<file path="config.mk">
export PLATFORM = sky130hd
export DESIGN_NAME = t1_rx_timing
export DESIGN_NICKNAME = d
export VERILOG_FILES = /design/src/rtl/t1rt_pkg.sv /design/src/rtl/t1rt_seq.sv /design/src/rtl/t1rt_chan_mask.sv /design/src/rtl/t1rt_out.sv /design/src/rtl/t1_rx_timing.sv
export SDC_FILE = /design/constraint.sdc
export NUM_CORES = 1
export LEC_CHECK = 0
export BUFFER_PORTS_ARGS = -buffer_cell sky130_fd_sc_hd__buf_4
export CORE_UTILIZATION = 40
export DETAILED_ROUTE_END_ITERATION = 10
export GPL_TIMING_DRIVEN = 0
export PLACE_DENSITY = 0.61
export SLEW_MARGIN = 10
export SYNTH_ARGS = -nofsm -noshare
export SYNTH_HDL_FRONTEND = slang
export SYNTH_SLANG_ARGS = --single-unit
</file>
<file path="constraint.sdc">
create_clock -name clk_i -period 3.27 [get_ports clk_i]
set_input_delay 0.654 -clock clk_i [delete_from_list [all_inputs] [get_ports clk_i]]
set_output_delay 0.654 -clock clk_i [all_outputs]
set_load 0.05 [all_outputs]
</file>
<file path="src/rtl/t1rt_pkg.sv">
package t1rt_pkg;

    typedef enum logic [0:0] {
        ST_FBIT = 1'b0,
        ST_CHAN = 1'b1
    } seq_state_e;

endpackage

</file>
<file path="src/rtl/t1rt_seq.sv">
module t1rt_seq
    import t1rt_pkg::*;
#(
    parameter int NUM_CH     = 24,
    parameter int CH_BITS    = 8,
    parameter int NUM_FRAMES = 12,
    localparam int CW = (NUM_CH > 1) ? $clog2(NUM_CH) : 1,
    localparam int BW = (CH_BITS > 1) ? $clog2(CH_BITS) : 1,
    localparam int FW = $clog2(NUM_FRAMES + 1)
) (
    input  logic          clk_i,
    input  logic          rst_ni,
    input  logic          align_i,
    output logic          fbit_nxt_o,
    output logic          first_pay_nxt_o,
    output logic [CW-1:0] ch_nxt_o,
    output logic [FW-1:0] frm_nxt_o
);

    seq_state_e    state_q, state_d;
    logic [CW-1:0] ch_q, ch_d;
    logic [BW-1:0] bit_q, bit_d;
    logic [FW-1:0] frm_q, frm_d;

    always_comb begin
        state_d = state_q;
        ch_d    = ch_q;
        bit_d   = bit_q;
        frm_d   = frm_q;
        if (align_i) begin
            state_d = ST_FBIT;
            ch_d    = '0;
            bit_d   = '0;
            frm_d   = FW'(1);
        end else begin
            unique case (state_q)
                ST_FBIT: begin
                    state_d = ST_CHAN;
                    ch_d    = '0;
                    bit_d   = '0;
                end
                ST_CHAN: begin
                    if (bit_q == BW'(CH_BITS - 1)) begin
                        bit_d = '0;
                        if (ch_q == CW'(NUM_CH - 1)) begin
                            state_d = ST_FBIT;
                            ch_d    = '0;
                            frm_d   = (frm_q == FW'(NUM_FRAMES)) ? FW'(1) : frm_q + FW'(1);
                        end else begin
                            ch_d = ch_q + CW'(1);
                        end
                    end else begin
                        bit_d = bit_q + BW'(1);
                    end
                end
            endcase
        end
    end

    // Reset parks on the last bit of the last frame so the first edge opens frame 1.
    always_ff @(posedge clk_i or negedge rst_ni) begin
        if (!rst_ni) begin
            state_q <= ST_CHAN;
            ch_q    <= CW'(NUM_CH - 1);
            bit_q   <= BW'(CH_BITS - 1);
            frm_q   <= FW'(NUM_FRAMES);
        end else begin
            state_q <= state_d;
            ch_q    <= ch_d;
            bit_q   <= bit_d;
            frm_q   <= frm_d;
        end
    end

    assign fbit_nxt_o      = (state_d == ST_FBIT);
    assign first_pay_nxt_o = (state_d == ST_CHAN) && (ch_d == '0) && (bit_d == '0);
    assign ch_nxt_o        = ch_d;
    assign frm_nxt_o       = frm_d;

endmodule

</file>
<file path="src/rtl/t1rt_chan_mask.sv">
module t1rt_chan_mask #(
    parameter int NUM_CH = 24,
    localparam int CW = (NUM_CH > 1) ? $clog2(NUM_CH) : 1
) (
    input  logic          clk_i,
    input  logic          rst_ni,
    input  logic          we_i,
    input  logic [CW-1:0] wr_ch_i,
    input  logic          wr_val_i,
    input  logic [CW-1:0] rd_ch_i,
    output logic          rd_bit_o
);

    logic [NUM_CH-1:0] force_q;

    for (genvar c = 0; c < NUM_CH; c++) begin : g_ch
        always_ff @(posedge clk_i or negedge rst_ni) begin
            if (!rst_ni) begin
                force_q[c] <= 1'b0;
            end else if (we_i && (wr_ch_i == CW'(c))) begin
                force_q[c] <= wr_val_i;
            end
        end
    end

    always_comb begin
        rd_bit_o = 1'b0;
        for (int c = 0; c < NUM_CH; c++) begin
            if (rd_ch_i == CW'(c)) rd_bit_o = force_q[c];
        end
    end

endmodule

</file>
<file path="src/rtl/t1rt_out.sv">
module t1rt_out #(
    parameter int NUM_FRAMES  = 12,
    parameter int SIG_FRAME_A = 6,
    parameter int SIG_FRAME_B = 12,
    localparam int FW = $clog2(NUM_FRAMES + 1)
) (
    input  logic          clk_i,
    input  logic          rst_ni,
    input  logic          fbit_nxt_i,
    input  logic          first_pay_nxt_i,
    input  logic [FW-1:0] frm_nxt_i,
    input  logic          force_bit_i,
    input  logic          mf_sel_i,
    input  logic          wide_i,
    output logic          chan_gate_o,
    output logic          sync_o,
    output logic          fsync_o,
    output logic          msync_o
);

    logic sig_frame;
    logic msync_d;
    logic sync_d;

    always_comb begin
        sig_frame = (frm_nxt_i == FW'(SIG_FRAME_A)) || (frm_nxt_i == FW'(SIG_FRAME_B));
        msync_d   = fbit_nxt_i && (frm_nxt_i == FW'(1));
        sync_d    = mf_sel_i ? msync_d
                             : (fbit_nxt_i || (wide_i && first_pay_nxt_i && sig_frame));
    end

    always_ff @(posedge clk_i or negedge rst_ni) begin
        if (!rst_ni) begin
            chan_gate_o <= 1'b0;
            sync_o      <= 1'b0;
            fsync_o     <= 1'b0;
            msync_o     <= 1'b0;
        end else begin
            chan_gate_o <= fbit_nxt_i ? 1'b0 : force_bit_i;
            sync_o      <= sync_d;
            fsync_o     <= fbit_nxt_i;
            msync_o     <= msync_d;
        end
    end

endmodule

</file>
<file path="src/rtl/t1_rx_timing.sv">
module t1_rx_timing #(
    parameter int NUM_CH      = 24,
    parameter int CH_BITS     = 8,
    parameter int NUM_FRAMES  = 12,
    parameter int SIG_FRAME_A = 6,
    parameter int SIG_FRAME_B = 12,
    localparam int CW = (NUM_CH > 1) ? $clog2(NUM_CH) : 1
) (
    input  logic          clk_i,
    input  logic          rst_ni,
    input  logic          align_i,
    input  logic          sync_mf_sel_i,
    input  logic          sync_wide_i,
    input  logic          cfg_we_i,
    input  logic [CW-1:0] cfg_ch_i,
    input  logic          cfg_val_i,
    output logic          chan_gate_o,
    output logic          sync_o,
    output logic          fsync_o,
    output logic          msync_o
);

    localparam int FW = $clog2(NUM_FRAMES + 1);

    logic          fbit_nxt;
    logic          first_pay_nxt;
    logic [CW-1:0] ch_nxt;
    logic [FW-1:0] frm_nxt;
    logic          force_bit;

    t1rt_seq #(
        .NUM_CH    (NUM_CH),
        .CH_BITS   (CH_BITS),
        .NUM_FRAMES(NUM_FRAMES)
    ) seq_i (
        .clk_i          (clk_i),
        .rst_ni         (rst_ni),
        .align_i        (align_i),
        .fbit_nxt_o     (fbit_nxt),
        .first_pay_nxt_o(first_pay_nxt),
        .ch_nxt_o       (ch_nxt),
        .frm_nxt_o      (frm_nxt)
    );

    t1rt_chan_mask #(
        .NUM_CH(NUM_CH)
    ) mask_i (
        .clk_i   (clk_i),
        .rst_ni  (rst_ni),
        .we_i    (cfg_we_i),
        .wr_ch_i (cfg_ch_i),
        .wr_val_i(cfg_val_i),
        .rd_ch_i (ch_nxt),
        .rd_bit_o(force_bit)
    );

    t1rt_out #(
        .NUM_FRAMES (NUM_FRAMES),
        .SIG_FRAME_A(SIG_FRAME_A),
        .SIG_FRAME_B(SIG_FRAME_B)
    ) out_i (
        .clk_i          (clk_i),
        .rst_ni         (rst_ni),
        .fbit_nxt_i     (fbit_nxt),
        .first_pay_nxt_i(first_pay_nxt),
        .frm_nxt_i      (frm_nxt),
        .force_bit_i    (force_bit),
        .mf_sel_i       (sync_mf_sel_i),
        .wide_i         (sync_wide_i),
        .chan_gate_o    (chan_gate_o),
        .sync_o         (sync_o),
        .fsync_o        (fsync_o),
        .msync_o        (msync_o)
    );

endmodule

</file>
* After elaboration in Yosys (flattened, before gate mapping)
Cells that the tools add are included.
Cells by class: mux-type cells 42, equality and inequality tests 52, add/subtract/negate cells 3, bitwise operators 2, reduce and logical (&&, ||, !) cells 34
Operators with widths (number):
- equality test 5 bit (second input constant) | 17
- equality test 5 x 4 -> 1 bit (second input constant) | 16
- equality test 5 x 3 -> 1 bit (second input constant) | 8
- logical AND 1 bit | 29
- 2-to-1 mux 1 bit | 29
- equality test 5 x 2 -> 1 bit (second input constant) | 4
- 2-to-1 mux 4 bit | 5
- 2-to-1 mux 5 bit | 3
- equality test 5 x 1 -> 1 bit (second input constant) | 2
- zero test 5 bit | 2
- case mux 5 bit (2 select lines) | 1
- equality test 4 bit (second input constant) | 2
- 2-to-1 mux 3 bit | 2
- case mux 3 bit (2 select lines) | 1
- adder 5 x 1 -> 5 bit (second input constant) | 1
- adder 4 x 1 -> 4 bit (second input constant) | 1
- equality test 4 x 1 -> 1 bit (second input constant) | 1
- equality test 4 x 3 -> 1 bit (second input constant) | 1
- adder 3 x 1 -> 3 bit (second input constant) | 1
- equality test 3 bit (second input constant) | 1
- zero test 3 bit | 1
- logical OR 1 bit | 2
- inverter 1 bit | 2
- case mux 1 bit (2 select lines) | 1
Word-level totals: output and inout port bits 4, logic and storage cells 165, flip-flop bits (word level) 41, input port bits 12

* Longest topological paths before layout
Gate-level depths: netlist of run 1.
depth in word-level cells 31, mapped depth 11, gate-level depth less buffers 10

* By module
Synthesis of run 1 repeated with hierarchy kept, for this count alone.
Unflattened totals: cells, all modules 238, area, all modules 2404.8 um^2
Modules (own cells, without submodules):
- t1rt_chan_mask | seq. area each 600.6 um^2, area each 1470.2 um^2, instances 1, cells an instance 150
- t1rt_seq | seq. area each 337.8 um^2, area each 768.2 um^2, instances 1, cells an instance 76
- t1rt_out | seq. area each 100.1 um^2, area each 166.4 um^2, instances 1, cells an instance 12

* Least setup slack after synthesis of run 1
Ideal clock, no wire load.
path type register -> register, from reg seq_i.bit_q[0], to reg out_i.chan_gate_o, library setup time 0.132 ns, arrival time 2.260 ns, slack 0.878 ns, cell stages (with the launch flop) 11, required time 3.138 ns, clock period less this slack 2.392 ns, buffers on the path 1, path through dfstp_2 -> ha_1 -> ha_1 -> buf_2 -> nor2_1 -> a22o_1 -> and2_1 -> a221o_1 -> a22o_1 -> a211oi_2 -> a211oi_2
Between the ends: longest elaborated chain between the ends 30, elaborated cells on any way between the ends 56, those cells by class eq/ne (24); mux (31); reduce/logical (1)
RTL lines:
- start: declaration | RTL line t1rt_seq.sv:22 | logic [BW-1:0] bit_q, bit_d;
- start signal: assignment | RTL line t1rt_seq.sv:65 | bit_q <= BW'(CH_BITS - 1);
- start signal: assignment | RTL line t1rt_seq.sv:70 | bit_q <= bit_d;
- equality test 3 bit * | RTL line t1rt_seq.sv:43 | if (bit_q == BW'(CH_BITS - 1)) begin
- 2-to-1 mux 5 bit | RTL line t1rt_seq.sv:43
- case mux 5 bit (2 select lines) | RTL line t1rt_seq.sv:36 | unique case (state_q)
- 2-to-1 mux 5 bit | RTL line t1rt_seq.sv:30 | if (align_i) begin
- zero test 5 bit | RTL line t1rt_chan_mask.sv:29 | if (rd_ch_i == CW'(c)) rd_bit_o = force_q[c];
- 2-to-1 mux 1 bit (24 in a row) | RTL line t1rt_chan_mask.sv:29
- 2-to-1 mux 1 bit * | RTL line t1rt_out.sv:39 | chan_gate_o <= fbit_nxt_i ? 1'b0 : force_bit_i;
- end signal: assignment | RTL line t1rt_out.sv:39
- end: declaration | RTL line t1rt_out.sv:15 | output logic chan_gate_o,
Mark *: on every way between the ends. The rest lies on a longest branch, timed or not. A chain may end at the register's enable or synchronous reset.

* Worst setup path after layout of run 1
from reg seq_i.bit_q[0], to reg out_i.chan_gate_o
Between the ends: longest elaborated chain between the ends 30, elaborated cells on any way between the ends 56, those cells by class eq/ne (24); mux (31); reduce/logical (1)
RTL lines:
- equality test 3 bit * | RTL line t1rt_seq.sv:43
- 2-to-1 mux 5 bit * | RTL line t1rt_seq.sv:43
- case mux 5 bit (2 select lines) * | RTL line t1rt_seq.sv:36
- 2-to-1 mux 5 bit * | RTL line t1rt_seq.sv:30
- via ch_nxt[2] | RTL line t1_rx_timing.sv:27 | logic [CW-1:0] ch_nxt;
- zero test 5 bit | RTL line t1rt_chan_mask.sv:29
- 2-to-1 mux 1 bit (23 in a row) | RTL line t1rt_chan_mask.sv:29
- 2-to-1 mux 1 bit * | RTL line t1rt_chan_mask.sv:29
- 2-to-1 mux 1 bit * | RTL line t1rt_out.sv:39
The timed path passes the listed nets; every way through them passes the cells marked *.

==> impl_metrics.py, run 1 <==
metrics = {
    "placement": {
        "hpwl_mm": 4.31,
        "io_buffers": 15,
        "dpl_cell_area_um2": 2750,
        "gp_congestion": 0.820,
        "dp_worst_setup_slack_ns": 0.555,
    },
    "clocking": {
        "cts_buffer_depth": 2,
        "cts-root-buf": "clkbuf_8",
        "cts.sinks": 41,
        "cts_resized": 0,
        "path_clk_slew_ns": 0.08,
        "cts_tree": "done",
        "cts_max_level": 2,
        "cts_buffers": 5,
        "postCtsHoldBufs": 0,
        "cts_setup_buffers": 0,
        "clkLatencyLatePin_ns": 0.29,
    },
    "synthesis": {
        "synth_top_cell_by_area": "dfrtp_1",
        "synth_ff_type": "dfrtp_1",
        "synthTopCellsByArea": "dfrtp_1 31%, mux2_2 11%, dfstp_2 10%",
        "synth_top_area_share_pct": 30.5,
        "synth.distinct_cells": 63,
        "ys_ff_latch": 41,
        "syn_avg_cell_area_um2": 10.1,
        "syn_inst": 251,
        "synth_seq_area_share_pct": 40.9,
        "synth_nets": 268,
        "ys_async_sr_fraction_pct": 100,
        "synth_edf_count": 0,
        "synth_area_um2": 2540,
        "ys_warn_count": 0,
    },
    "drt": {
        "wl_met1_mm": 2.77,
        "wl_mm": 5.75,
        "vias_per_cell": 5.71,
        "num_vias": 1994,
        "firstDrtPassIters": 4,
        "wl_per_cell_um": 16.5,
        "routed-wl-met2_mm": 2.75,
        "routed-wl-met3_um": 176,
        "top_layer_used": "met4",
        "ant_nets": 0,
        "drc_errors": 0,
        "drt_iter0_drc": 141,
    },
    "finish": {
        "drive_gt1_share_pct": 29.9,
        "num-fill-cells": 588,
        "diodes": 0,
        "final_area_um2": 2860,
        "syn2layout_area_growth_pct": 12.7,
        "final_util_pct": 47.5,
        "final_common_cell": "dfrtp_1",
        "nNetsFinal": 290,
        "final_cell_mix": "31 x dfrtp_1, 24 x mux2_2, 21 x nand2_1",
    },
    "pwr": {
        "p_per_area_nw_per_um2": 419,
        "ir_drop_mv": 0.290,
        "p_leak_nw": 1.23,
        "total_power_mw": 1.20,
    },
    "sta": {
        "finalSetupTns_ns": 0,
        "hold_viol": 0,
        "finalCritPeriodShare_pct": 83.5,
        "max_slew_margin_pct": 59.3,
        "setup_ws_ns": 0.539,
        "min_period_ns": 2.73,
        "fmax_ghz": 0.366,
        "skew_ns": 0.00144,
        "setup_viol": 0,
        "drv_slew": 0,
        "tightest_slew_ns": 0.606,
        "grt_setup_unrepaired": "false",
    },
    "min_path": {
        "hold_class": "primary input to async pin",
    },
    "global_routing": {
        "grt_pass1_wl_mm": 9.73,
        "grt_max_degree": 42,
        "grt_pass1_vias": 1947,
        "grt-ovfl-total": 0,
        "grt_util_all_layers_pct": 19.5,
        "antenna_found_initial": 0,
    },
    "floorplan": {
        "die_w_um": 81.7,
        "die_h_um": 81.7,
        "initial_core_util_pct": 42.2,
        "core-area_um2": 6030,
        "dieArea_um2": 6670,
        "std_cell_rows": 28,
        "ios": 16,
    },
    "flow_run": {
        "max_cap_violations": 0,
    },
    "critical_path": {
        "worstSetupPathType": "flop to flop",
        "end_kind": "flop",
        "arrival_ns": 2.95,
        "cp.required_ns": 3.48,
        "crit_fanout": 10,
        "startpoint_type": "flop",
    },
    "run_status": {
        "status": "complete, no violations",
    },
}
-- layer usage --
metal	track usage (%)	up-vias
met2	32.2	44
met5	0	-
met3	3.33	6
met1	26.3	975
met4	5.26	0
li1	-	969
-- Yosys cell counts (4+ instances only) --
master	count
nand2b_1	8
a21oi_1	12
dfrtp_1	31
o21ai_0	7
and3_1	4
inv_1	9
nand3_1	6
nor3_1	11
or2_2	4
buf_2	4
nor2b_1	5
and2_1	4
nand2_1	21
dfstp_2	10
ha_1	5
nor2_1	16
mux2_2	24
nand3b_1	4
-- where the power goes --
part	internal [mW]	switching [mW]
Combinational	0.0786	0.0793
Sequential	0.572	0.0428
Clock	0.249	0.178
Total	0.899	0.300
-- cell families (layout without fill, tap and decap cells) --
group / count (synthesis) / after routing / share of synthesized area, %
compound gates: 53 / 53 / 16.2
xor+xnor: 1 / 1 / 0.345
fa+ha+maj: 5 / 5 / 2.46
buf+inv: 20 / 43 / 3.89
flops: 41 / 41 / 40.9
mux: 26 / 26 / 11.6
simple gates: 105 / 105 / 24.6
-- state kept, by name, indices dropped and copies added, names as in the netlist --
register           flops
mask_i.force_q        24
seq_i.ch_q             5
seq_i.frm_q            4
seq_i.bit_q            3
out_i.chan_gate_o      1
out_i.fsync_o          1
out_i.msync_o          1
out_i.sync_o           1
seq_i.state_q          1
-- final cells by class --
cell class                      count  area (um2)  area share (%)
Clock buffer                        7        86.3            3.02
Tap cell                           75        93.8            3.28
Clock inverter                      1        30.0            1.05
Sequential cell                    41        1040            36.3
Multi-Input combinational cell    190        1400            49.0
Inverter                           10        37.5            1.31
Buffer                             10        61.3            2.14
Timing Repair Buffer               15         113            3.93
-- metrics by stage --
| stage | hold WS (ns) | cells |
|---|---|---|
| 6_report | 0.327 | 349 |
| 5_1_grt | 0.370 | 349 |
| 4_1_cts | 0.351 | 349 |
| 3_5_place_dp | 0.500 | 341 |
| 3_3_place_gp | 0.497 | 341 |
| 2_1_floorplan | 0.358 | 251 |
-- final timing paths --
check / from / endpoint / slack (ns) / cells past startpoint
setup / recovery: seq_i.bit_q[0] / out_i.chan_gate_o / 0.54 / 11
setup reg to reg: seq_i.bit_q[0] / out_i.chan_gate_o / 0.54 / 11
hold / removal: rst_ni / mask_i.force_q[20] / 0.33 / 1
hold reg to reg: mask_i.force_q[1] / mask_i.force_q[1] / 0.51 / 1
max in group asynchronous: rst_ni / seq_i.bit_q[1] / 2.57 / 1
min in group clk_i: mask_i.force_q[1] / mask_i.force_q[1] / 0.51 / 1
-- critical path: stages, from the launching register on --
cell and delay [ns]:
dfstp_2 0.54, ha_1 0.15, ha_1 0.17, buf_2 0.20
a21boi_1 0.14, o21ai_4 0.29, inv_2 0.13, nor4_2 0.39
a31oi_1 0.14, a21oi_1 0.22, nor2_1 0.09, a211oi_2 0.19
Note: power is estimated with default switching activity, not from simulation.
==> inputs of run 2 (changes only) <==
Settings changed: PLACE_DENSITY 0.61 to 0.64.
Clock period 3.27 ns to 2.45 ns, I/O delays scaled along.
==> run 2 against run 1 <==
The run now ends with setup timing left. Worst setup slack worse by 0.62 ns. Core utilization up 3.1 points. Flip-flop and latch count unchanged. Power up 24%. Global-route usage up 0.41 points.
==> impl_metrics.py, run 2 (synthesis results as in run 1) <==
metrics = {
    "run_status": {
        "status": "finished with violations",
        "violations": "setup timing",
    },
    "sta": {
        "grt_setup_unrepaired": "true",
        "drv_slew": 0,
        "setup_ws_ns": -0.0797,
        "fin_worst_hold_slack_ns": 0.159,
        "fmax_ghz": 0.395,
        "finalCritPeriodShare_pct": 103,
        "min_period_ns": 2.53,
        "tightest_slew_ns": 0.569,
        "skew_ns": 0.00735,
        "setup_viol": 1,
        "hold_viol": 0,
        "max_slew_margin_pct": 61.8,
    },
    "pwr": {
        "p_leak_nw": 1.27,
        "ir_drop_mv": 0.375,
        "p_per_area_nw_per_um2": 489,
    },
    "global_routing": {
        "grt_util_all_layers_pct": 19.9,
        "grt-ovfl-total": 0,
        "grt_pass1_vias": 2018,
        "grt_max_degree": 42,
        "antenna_found_initial": 0,
        "grt_pass1_wl_mm": 9.95,
    },
    "floorplan": {
        "std_cell_rows": 28,
        "core-area_um2": 6030,
        "initial_core_util_pct": 42.2,
        "die_w_um": 81.7,
        "ios": 16,
        "dieArea_um2": 6670,
        "die_h_um": 81.7,
    },
    "drt": {
        "wl_mm": 6.08,
        "drc_errors": 0,
        "vias_per_cell": 5.79,
        "wl_per_cell_um": 17.0,
        "firstDrtPassIters": 4,
        "drt_iter0_drc": 130,
        "ant_nets": 0,
        "num_vias": 2073,
    },
    "finish": {
        "final_util_pct": 50.6,
        "drive_gt1_share_pct": 37.5,
        "multi_input_area_um2": 1530,
        "largest_reg_flops": 24,
        "seq_area_um2": 1040,
        "num-fill-cells": 560,
        "syn2layout_area_growth_pct": 20.1,
        "nNetsFinal": 299,
        "top_register": "mask_i.force_q",
        "top_regs": "mask_i.force_q x24, seq_i.ch_q x5, seq_i.frm_q x4",
        "final_common_cell": "dfrtp_1",
        "final_cell_mix": "31 x dfrtp_1, 24 x buf_4, 24 x mux2_2",
        "diodes": 0,
    },
    "clocking": {
        "cts_buffer_depth": 2,
        "cts_max_level": 2,
        "postCtsHoldBufs": 0,
        "cts_tree": "done",
        "clkLatencyLatePin_ns": 0.30,
        "cts.sinks": 41,
        "cts-root-buf": "clkbuf_8",
        "path_clk_slew_ns": 0.08,
        "cts_buffers": 5,
    },
    "critical_path": {
        "end_kind": "flop",
        "crit_fanout": 5,
        "critical-path-max-stage-delay_ns": 0.56,
        "r2r-end": "out_i.chan_gate_o",
        "cp.required_ns": 2.63,
        "crit_buf_inv": 3,
        "arrival_ns": 2.71,
        "cp_slowest_cell": "dfstp_2",
        "r2r_start": "seq_i.bit_q[0]",
        "reg2reg_depth": 11,
        "cp_cell_sequence": "ha_4, ha_4, buf_6, nand4_1, buf_4, nor4_4, nor4_4, buf_4, a22o_1, a211oi_2, a211oi_2",
        "worstSetupPathType": "flop to flop",
        "cpLargestDelayFamily": "simple AND/OR/NAND/NOR gates",
        "r2r_slack_ns": -0.08,
        "startpoint_type": "flop",
    },
    "flow_run": {
        "max_cap_violations": 0,
    },
    "placement": {
        "io_buffers": 15,
        "gp_congestion": 0.833,
        "hpwl_mm": 4.31,
        "dp_worst_setup_slack_ns": -0.306,
    },
    "min_path": {
        "hold_class": "primary input to async pin",
    },
}
-- run 2: repair_timing --
action / 4_1_cts / 5_1_grt
setup buffers: 5 / 3
endpoints found under the setup margin: 2 / 2
gates cloned: 1 / 0
pin swaps: 9 / 8
resized for setup: 18 / 10
-- run 2: final cells by class --
cell class	count	area share, %
buffer	10	2.34
clock buffer	5	2.26
clock inverter	3	0.738
inverter	10	1.31
multi-input combinational	190	50.0
sequential	41	34.0
tap	75	3.08
timing repair buffer	24	6.23
-- run 2: stage by stage --
| stage | total power, mW | instance area, um2 | instances | setup TNS (ns) |
|---|---|---|---|---|
| 6_report | 1.49 | 3050 | 358 | -0.0797 |
| 5_1_grt | 1.56 | 3050 | 358 | -0.203 |
| 4_1_cts | 1.50 | 2990 | 355 | -0.0512 |
| 3_5_place_dp | 1.05 | 2750 | 341 | -0.306 |
| 3_3_place_gp | 1.04 | 2750 | 341 | -0.285 |
| 2_1_floorplan | 0.951 | 2540 | 251 | 0 |
-- run 2: routing by layer --
layer / GRT usage (%) / share of wire (%) / up-vias
li1: - / - / 991
met1: 26.5 / 46 / 1032
met2: 32.7 / 49 / 38
met3: 3.44 / 3.2 / 12
met4: 6.32 / 1.9 / 0
met5: 0 / 0 / -
-- run 2: power breakdown --
group	total (mW)	leakage (nW)	internal, mW	switching, mW
sequential	0.821	0.497	0.763	0.0581
clock	0.456	0.0481	0.202	0.254
combinational	0.215	0.722	0.107	0.108
-- run 2: how the worst max path moves through the flow --
stage	start	end	slack, ns	depth (start not counted)
2_1_floorplan	seq_i.bit_q[0]	out_i.chan_gate_o	0.06	10
3_3_place_gp	seq_i.bit_q[0]	out_i.chan_gate_o	-0.29	11
3_5_place_dp	seq_i.bit_q[0]	out_i.chan_gate_o	-0.31	11
4_1_cts	seq_i.bit_q[0]	out_i.chan_gate_o	-0.05	11
5_1_grt	seq_i.bit_q[0]	out_i.chan_gate_o	-0.20	11
6_report	seq_i.bit_q[0]	out_i.chan_gate_o	-0.08	11
==> inputs of run 3 (changes only) <==
Settings changed: SETUP_SLACK_MARGIN from default to 0.2.
==> run 3 against run 2 <==
The flow still finishes with violations (setup timing). Sequential power about the same. Global-route usage decreased by 0.12 points. Clock-buffer cell count increased by 2. Clock power decreased by 5.0%. Die area unchanged. Largest power group unchanged. Highest routed layer unchanged.
==> impl_metrics.py, run 3 (synthesis results as in run 1) <==
metrics = {
    "pwr": {
        "power_frac_comb_pct": 14.6,
        "p_per_area_nw_per_um2": 476,
        "ir_drop_mv": 0.406,
        "p_seq_share_pct": 55.9,
        "p_switching_mw": 0.394,
        "intPower_mw": 1.07,
        "p_leak_nw": 1.28,
        "clockPowerShare_pct": 29.5,
        "switching_share_pct": 26.9,
    },
    "global_routing": {
        "grt-ovfl-total": 0,
        "grt_util_all_layers_pct": 19.8,
        "grt_pass1_wl_mm": 10.0,
        "grt_pass1_vias": 2047,
        "antenna_found_initial": 0,
        "grt_max_degree": 42,
    },
    "sta": {
        "min_period_ns": 2.46,
        "setup_ws_ns": -0.0148,
        "grt_setup_unrepaired": "true",
        "setup_viol": 1,
        "hold_viol": 0,
        "max_slew_margin_pct": 65.4,
        "finalSetupTns_ns": -0.0148,
        "skew_ns": 0.00325,
        "drv_slew": 0,
        "tightest_slew_ns": 0.512,
        "fmax_ghz": 0.406,
        "finalCritPeriodShare_pct": 101,
    },
    "drt": {
        "vias_per_cell": 5.64,
        "drt_iter0_drc": 87,
        "firstDrtPassIters": 4,
        "num_vias": 2049,
        "ant_nets": 0,
        "wl_per_cell_um": 16.2,
        "wl_mm": 5.87,
        "drc_errors": 0,
    },
    "finish": {
        "num-fill-cells": 577,
        "top_regs": "mask_i.force_q x24, seq_i.ch_q x5, seq_i.frm_q x4",
        "syn2layout_area_growth_pct": 21.2,
        "drive_gt1_share_pct": 37.5,
        "seq_area_um2": 1040,
        "final_cell_mix": "31 x dfrtp_1, 30 x buf_4, 24 x mux2_2",
        "final_common_cell": "dfrtp_1",
        "top_register": "mask_i.force_q",
        "multi_input_area_um2": 1520,
        "finalNonFillerCells": 363,
        "nNetsFinal": 304,
        "diodes": 0,
        "largest_reg_flops": 24,
    },
    "clocking": {
        "cts.sinks": 41,
        "cts_tree": "done",
        "postCtsHoldBufs": 0,
        "path_clk_slew_ns": 0.08,
        "cts_buffers": 5,
        "clkLatencyLatePin_ns": 0.29,
        "cts-root-buf": "clkbuf_8",
        "cts_max_level": 2,
        "cts_buffer_depth": 2,
    },
    "floorplan": {
        "ios": 16,
        "dieArea_um2": 6670,
        "std_cell_rows": 28,
        "die_w_um": 81.7,
        "initial_core_util_pct": 42.2,
        "die_h_um": 81.7,
        "core-area_um2": 6030,
    },
    "flow_run": {
        "max_cap_violations": 0,
    },
    "critical_path": {
        "crit_buf_inv": 4,
        "cp_cell_sequence": "ha_4, ha_4, buf_6, nand4_1, buf_4, nor4_4, buf_4, nor4_4, buf_4, a22o_1, a211oi_2, a211oi_2",
        "worstSetupPathType": "flop to flop",
        "arrival_ns": 2.63,
        "r2r_slack_ns": -0.01,
        "crit_fanout": 10,
        "cpMostUsedCell": "buf_4",
        "critical-path-max-stage-delay_ns": 0.56,
        "cpLargestDelayFamily": "buffers and inverters",
        "startpoint_type": "flop",
        "end_kind": "flop",
        "cp_slowest_cell": "dfstp_2",
        "cp.required_ns": 2.62,
    },
    "placement": {
        "dpl.cell_count": 341,
        "dp_worst_setup_slack_ns": -0.111,
        "gp_congestion": 0.812,
        "hpwl_mm": 4.13,
        "io_buffers": 15,
    },
    "run_status": {
        "status": "finished with violations",
        "violations": "setup timing",
    },
    "min_path": {
        "hold_class": "primary input to async pin",
    },
}
run 3: final timing paths:
path / start / end / depth (start not counted)
setup / recovery: seq_i.bit_q[0] / out_i.chan_gate_o / 12
hold / removal: rst_ni / mask_i.force_q[4] / 1
setup reg to reg: seq_i.bit_q[0] / out_i.chan_gate_o / 12
hold reg to reg: mask_i.force_q[3] / mask_i.force_q[3] / 1
max in group asynchronous: rst_ni / seq_i.ch_q[2] / 1
min in group clk_i: sync_mf_sel_i / out_i.sync_o / 3
run 3: area by class of cell:
cell class                 instances  area share (%)
multi-input combinational        190            49.4
sequential                        41            33.7
timing repair buffer              29            7.48
tap                               75            3.05
clock buffer                       7            2.48
buffer                            10            2.28
inverter                          10            1.30
clock inverter                     1           0.244
run 3: timing repair:
action                                  CTS  global route
endpoints found under the setup margin    2             3
pin swaps                                 4             5
setup buffers                            11             3
resized for setup                        12             5
run 3: worst reg2reg max path, cell delays in order (launching register included):
cell and delay (ns):
dfstp_2 0.56, ha_4 0.14, ha_4 0.13, buf_6 0.12, nand4_1 0.17, buf_4 0.20, nor4_4 0.19, buf_4 0.18
nor4_4 0.04, buf_4 0.13, a22o_1 0.20, a211oi_2 0.18, a211oi_2 0.10
run 3: metal layers:
layer	part of all wire, %	vias to the layer above	track usage [%]	wire (um)
met3	2.7	13	3.33	161
li1	-	997	-	-
met1	47	991	26.4	2760
met2	48	48	32.2	2820
met4	2.3	0	7.02	136
met5	0	-	0	0
run 3: per-stage QoR:
stage               utilization, %  cell area (um2)  power (mW)  hold slack, ns
floorplan                        -             2590       0.952           0.194
global placement              46.4             2800        1.04           0.499
detailed placement            46.4             2800        1.04           0.503
CTS                           50.4             3030        1.48           0.185
global route                  51.1             3080        1.54           0.201
finish                        51.1             3080        1.47           0.171
run 3: power groups by stage:
| stage | registers [mW] | logic, mW | clock network, mW |
|---|---|---|---|
| after global placement | 0.829 | 0.208 | 0 |
| after global routing | 0.828 | 0.235 | 0.476 |
| final | 0.819 | 0.214 | 0.433 |
| after CTS | 0.818 | 0.214 | 0.445 |
| after detailed placement | 0.831 | 0.212 | 0 |
| after floorplan | 0.822 | 0.129 | 0 |
